File: src/rtl/burst_colgen_pkg.sv
package burst_colgen_pkg;
    // log2 of a fixed burst length (0..3 -> 1..8 beats)
    typedef logic [1:0] blen_lg_t;
    localparam int MAX_LG = 3;
    localparam int CODE_W = 3;
endpackage

File: src/rtl/burst_len_decode.sv
module burst_len_decode
    import burst_colgen_pkg::*;
(
    input  logic [CODE_W-1:0] code,
    output blen_lg_t          lg,
    output logic              full
);
    always_comb begin
        full = code[CODE_W-1];
        lg   = code[1:0];
    end
endmodule

File: src/rtl/burst_col_map.sv
module burst_col_map
    import burst_colgen_pkg::*;
#(
    parameter int COL_W = 8
) (
    input  logic [COL_W-1:0] base,
    input  logic [COL_W-1:0] beat,
    input  blen_lg_t         lg,
    input  logic             il,
    input  logic             full,
    output logic [COL_W-1:0] col
);
    logic [COL_W-1:0] sum;
    logic [COL_W-1:0] xr;

    always_comb begin
        sum = base + beat;
        xr  = base ^ beat;
    end

    for (genvar i = 0; i < COL_W; i++) begin : g_bit
        if (i < MAX_LG) begin : g_low
            logic in_blk;
            always_comb begin
                in_blk = int'(lg) > i;
                if (full)
                    col[i] = sum[i];
                else if (in_blk)
                    col[i] = il ? xr[i] : sum[i];
                else
                    col[i] = base[i];
            end
        end else begin : g_high
            always_comb col[i] = full ? sum[i] : base[i];
        end
    end
endmodule

File: src/rtl/burst_colgen.sv
module burst_colgen
    import burst_colgen_pkg::*;
#(
    parameter int COL_W = 8
) (
    input  logic                 clk,
    input  logic                 rst_n,
    input  logic                 start,
    input  logic [COL_W-1:0]     start_col,
    input  logic [CODE_W-1:0]    burst_len,
    input  logic                 interleave,
    input  logic                 terminate,
    output logic [COL_W-1:0]     col_addr,
    output logic                 col_valid,
    output logic                 col_last
);
    typedef struct packed {
        logic             valid;
        logic             last;
        logic             full;
        logic             il;
        blen_lg_t         lg;
        logic [COL_W-1:0] base;
        logic [COL_W-1:0] beat;
        logic [COL_W-1:0] addr;
    } state_t;

    state_t st_d, st_q;

    blen_lg_t         in_lg;
    logic             in_full;
    logic [COL_W-1:0] nxt_beat;
    logic [COL_W-1:0] nxt_col;
    logic [COL_W-1:0] fin_beat;
    logic             accept;

    burst_len_decode u_dec (
        .code (burst_len),
        .lg   (in_lg),
        .full (in_full)
    );

    burst_col_map #(.COL_W(COL_W)) u_map (
        .base (st_q.base),
        .beat (nxt_beat),
        .lg   (st_q.lg),
        .il   (st_q.il),
        .full (st_q.full),
        .col  (nxt_col)
    );

    always_comb begin
        nxt_beat = st_q.beat + 1'b1;
        fin_beat = (COL_W'(1) << st_q.lg) - 1'b1;
        accept   = start && !terminate && (!st_q.valid || st_q.last);
        st_d     = st_q;
        if (!rst_n) begin
            st_d = '0;
        end else if (terminate) begin
            st_d.valid = 1'b0;
            st_d.last  = 1'b0;
        end else if (accept) begin
            st_d.valid = 1'b1;
            st_d.full  = in_full;
            st_d.il    = interleave;
            st_d.lg    = in_lg;
            st_d.base  = start_col;
            st_d.beat  = '0;
            st_d.addr  = start_col;
            st_d.last  = !in_full && (in_lg == '0);
        end else if (st_q.valid && !st_q.last) begin
            st_d.beat = nxt_beat;
            st_d.addr = nxt_col;
            st_d.last = !st_q.full && (nxt_beat == fin_beat);
        end else begin
            st_d.valid = 1'b0;
            st_d.last  = 1'b0;
        end
    end

    always_ff @(posedge clk) begin
        st_q <= st_d;
    end

    assign col_addr  = st_q.addr;
    assign col_valid = st_q.valid;
    assign col_last  = st_q.last;


    a_r1_reset_clears: assert property (@(posedge clk)
        !rst_n |=> !col_valid && !col_last);


    a_r6_last_in_burst: assert property (@(posedge clk) disable iff (!rst_n)
        col_last |-> col_valid);


    a_r6_end_after_last: assert property (@(posedge clk) disable iff (!rst_n)
        col_last && !start |=> !col_valid);


    a_r7_full_no_last: assert property (@(posedge clk) disable iff (!rst_n)
        st_q.valid && st_q.full |-> !col_last);


    a_r7_full_step: assert property (@(posedge clk) disable iff (!rst_n)
        st_q.valid && st_q.full && !terminate
        |=> col_valid && (col_addr == COL_W'($past(col_addr) + 1'b1)));


    a_r8_terminate_stops: assert property (@(posedge clk) disable iff (!rst_n)
        terminate |=> !col_valid);


    a_r9_busy_keeps_base: assert property (@(posedge clk) disable iff (!rst_n)
        col_valid && !col_last && !terminate |=> col_valid && $stable(st_q.base));
endmodule

File: config.mk
export PLATFORM = sky130hd
export DESIGN_NAME = burst_colgen
export DESIGN_NICKNAME = d
export VERILOG_FILES = /design/src/rtl/burst_colgen_pkg.sv /design/src/rtl/burst_len_decode.sv /design/src/rtl/burst_col_map.sv /design/src/rtl/burst_colgen.sv
export SDC_FILE = /design/constraint.sdc
export NUM_CORES = 1
export LEC_CHECK = 0
export ABC_AREA = 1
export CORE_ASPECT_RATIO = 1.2
export CORE_UTILIZATION = 30
export CTS_BUF_LIST = sky130_fd_sc_hd__clkbuf_16
export CTS_CLUSTER_DIAMETER = 80
export CTS_CLUSTER_SIZE = 8
export DETAILED_ROUTE_END_ITERATION = 8
export HOLD_SLACK_MARGIN = 0.06
export PLACE_DENSITY = 0.52
export SKIP_LAST_GASP = 1
export SLEW_MARGIN = 10
export SYNTH_ARGS = -nofsm -noshare
export SYNTH_HDL_FRONTEND = slang
export SYNTH_SLANG_ARGS = --single-unit
File: constraint.sdc
create_clock -name clk -period 3.05 [get_ports clk]
set_input_delay 0.61 -clock clk [delete_from_list [all_inputs] [get_ports clk]]
set_output_delay 0.61 -clock clk [all_outputs]
set_load 0.1 [all_outputs]
==> impl_metrics.toml <==
[logic_synthesis]
synthesis.area_um2 = 1960
synth-seq-cells = 30
syn_inst = 291
ys_types = 31
yosysSeqAreaShare_pct = 30.7
syn_nets = 319
syn-mean-instance-area_um2 = 6.73
yosys_warnings = 0

[routing]
wl_per_cell_um = 12.1
met1Wirelength_mm = 2.32
drt_iter0_markers = 68
routed_wl_mm = 4.77
met3_length_um = 178
viasPerCell = 4.56
num_vias = 1792
dr_wl_met2_mm = 2.18
first_pass_iters = 4
topRoutingLayerUsed = "met4"
drc_errors = 0
drtAntennaViolNets = 0

[timing]
finalHoldViolations = 0
tightest_slew_ns = 0.538
max_slew_margin_pct = 64.0
fmax_mhz = 426
grt_setup_unrepaired = "false"
fin_crit_sh_pct = 77.0
setup_viol = 0
fin_ws_ns = 0.700
maxSlewViolCount = 0
fin_hold_ws_ns = 0.488
setup-tns-final_ns = 0
fin_crit_ns = 2.35
fin_worst_skew_ns = 0.00593

[placed_design]
placed_area_um2 = 2200
portBuffers = 25
dp_slack_ns = 0.622
place.gp.congestion = 0.797
dp.final_hpwl_mm = 3.59
dp.cells = 385

[die]
core_um2 = 6170
rows = 31
die_h_um = 90.5
initial_utilization_pct = 31.8
die_x_um = 75.8
pin_count = 26
dieArea_um2 = 6860

[grt]
grt_pass1_vias = 1696
antenna_found_initial = 0
grt_max_degree = 19
grt_pass1_wl_mm = 7.97
overflow = 0
track_usage_pct = 15.7

[hold_path]
hold_path_class = "reg -> reg"

[cts]
cts_tree = "yes"
clock_path_buffers = 2
cts.sinks = 30
cts_setup_buffers = 0
htreeDepth = 2
clk_latency_ns = 0.28
numCtsBuffers = 5
cts.clk_slew.worst_paths_ns = 0.05
post_cts_resize_count = 0
postCtsHoldBufs = 0
cts_root_buf = "clkbuf_16"

[critical_path]
worst_path_most_repeated_cell = "nand2_1"
critical-path-slowest-cell = "dfxtp_1"
cp_cell_sequence = "ha_1 > nand2_2 > nor2_1 > nand2_1 > xor2_1 > inv_1 > ha_1 > nand2_1 > inv_1 > a21oi_1 > nand2_1 > nand2_1 > nand3_1 > nand2_1 > nand3_1 > nand2_1 > inv_1"
cp_slowest_stage_delay_ns = 0.43
required_ns = 3.23
path_class = "reg -> reg"
cp.arrival_ns = 2.53
path_max_fanout = 6
critPathCaptureType = "flop"
crit_path_start_kind = "flop"

[layout]
instances_no_fill = 393
antenna_cells = 0
final_cell_area_um2 = 2330
areaGrowthSynthToFinish_pct = 19.2
final_core_util_pct = 37.9
drive_gt1_share_pct = 10.6
fin_nets = 338
nFillCells = 664
layout_commonest_cell = "nand2_1"
mostFrequentLayoutCells = "nand2_1 (83), inv_1 (32), dfxtp_1 (30)"

[pwr]
seqPwrFrac_pct = 38.5
sw_frac_of_total_pct = 30.4
p_total_mw = 1.11
p_int_uw = 770
cellLeakagePower_nw = 1.10
powerDensity_nw_per_um2 = 474
p_switching_uw = 337
p_comb_share_pct = 19.2
ir_worst_vdd_mv = 0.297
clockPowerShare_pct = 42.3

[status]
outcome = "complete, no violations"

[job]
maxCapViolations = 0
## kinds of logic after synthesis
family,Yosys count,share of synthesized area [%]
flip-flops,30,30.7
AO/OA/AOI/OAI,59,17.0
AND/OR/NAND/NOR,127,27.7
adder cells (fa/ha/maj),12,8.05
XOR/XNOR,9,4.02
buffers and inverters,54,12.6
## cell usage after synthesis, drive strengths merged
cell type / instances / area, µm²
a21oi: 31 / 170
o211ai: 2 / 15.0
clkbuf: 1 / 3.75
clkinv: 1 / 3.75
nor2: 23 / 110
xnor2: 2 / 17.5
buf: 13 / 92.6
a31oi: 4 / 25.0
o311ai: 1 / 8.76
o21bai: 3 / 22.5
a211oi: 1 / 7.51
o21ai: 17 / 85.1
nand4: 2 / 12.5
fa: 1 / 20.0
inv: 39 / 146
nand2: 89 / 354
xor2: 7 / 61.3
dfxtp: 30 / 601
ha: 11 / 138
nand3: 13 / 65.1
## final timing paths
kind             from           to  slack, ns  cells past startpoint
min          st_q[16]     st_q[16]       0.49                      2
max reg2reg   st_q[8]  col_addr[7]       0.70                     17
max           st_q[8]  col_addr[7]       0.70                     17
min reg2reg  st_q[16]     st_q[16]       0.49                      2
## power by group through the flow
stage | sequential, mW | combinational (mW) | clock [mW]
after floorplan | 0.436 | 0.166 | 0
after global placement | 0.435 | 0.214 | 0
after detailed placement | 0.435 | 0.214 | 0
after CTS | 0.427 | 0.215 | 0.480
after global routing | 0.429 | 0.233 | 0.492
final | 0.427 | 0.213 | 0.468
## registers in the layout, summed over array words and instances (netlist names)
signal     cells
col_addr       8
col_last       1
col_valid      1
st_q          20
## layer usage
layer | vias to the layer above | GRT usage, %
li1 | 963 | -
met5 | - | 0
met1 | 793 | 20.5
met3 | 5 | 4.24
met2 | 31 | 24.0
met4 | 0 | 6.02
## critical path: cells and delay by family (launching register included)
| kind | cells | cell delay, ns |
|---|---|---|
| xor gates and xnor gates | 1 | 0.17 |
| and+or+nand+nor | 10 | 0.80 |
| AOI/OAI and AO/OA | 1 | 0.13 |
| buffers and inverters | 3 | 0.17 |
| DFF | 1 | 0.43 |
| adders and majority gates | 2 | 0.54 |
## layout make-up
type / count / area (µm²) / area share [%]
flip-flops and latches: 30 / 601 / 25.7
clock buffers: 5 / 125 / 5.36
inverters: 40 / 150 / 6.43
multi-input cells: 207 / 1110 / 47.6
repair buffers: 26 / 233 / 9.97
clock inverters: 3 / 11.3 / 0.482
well taps: 82 / 103 / 4.39
(Power assumes the default switching activity.)
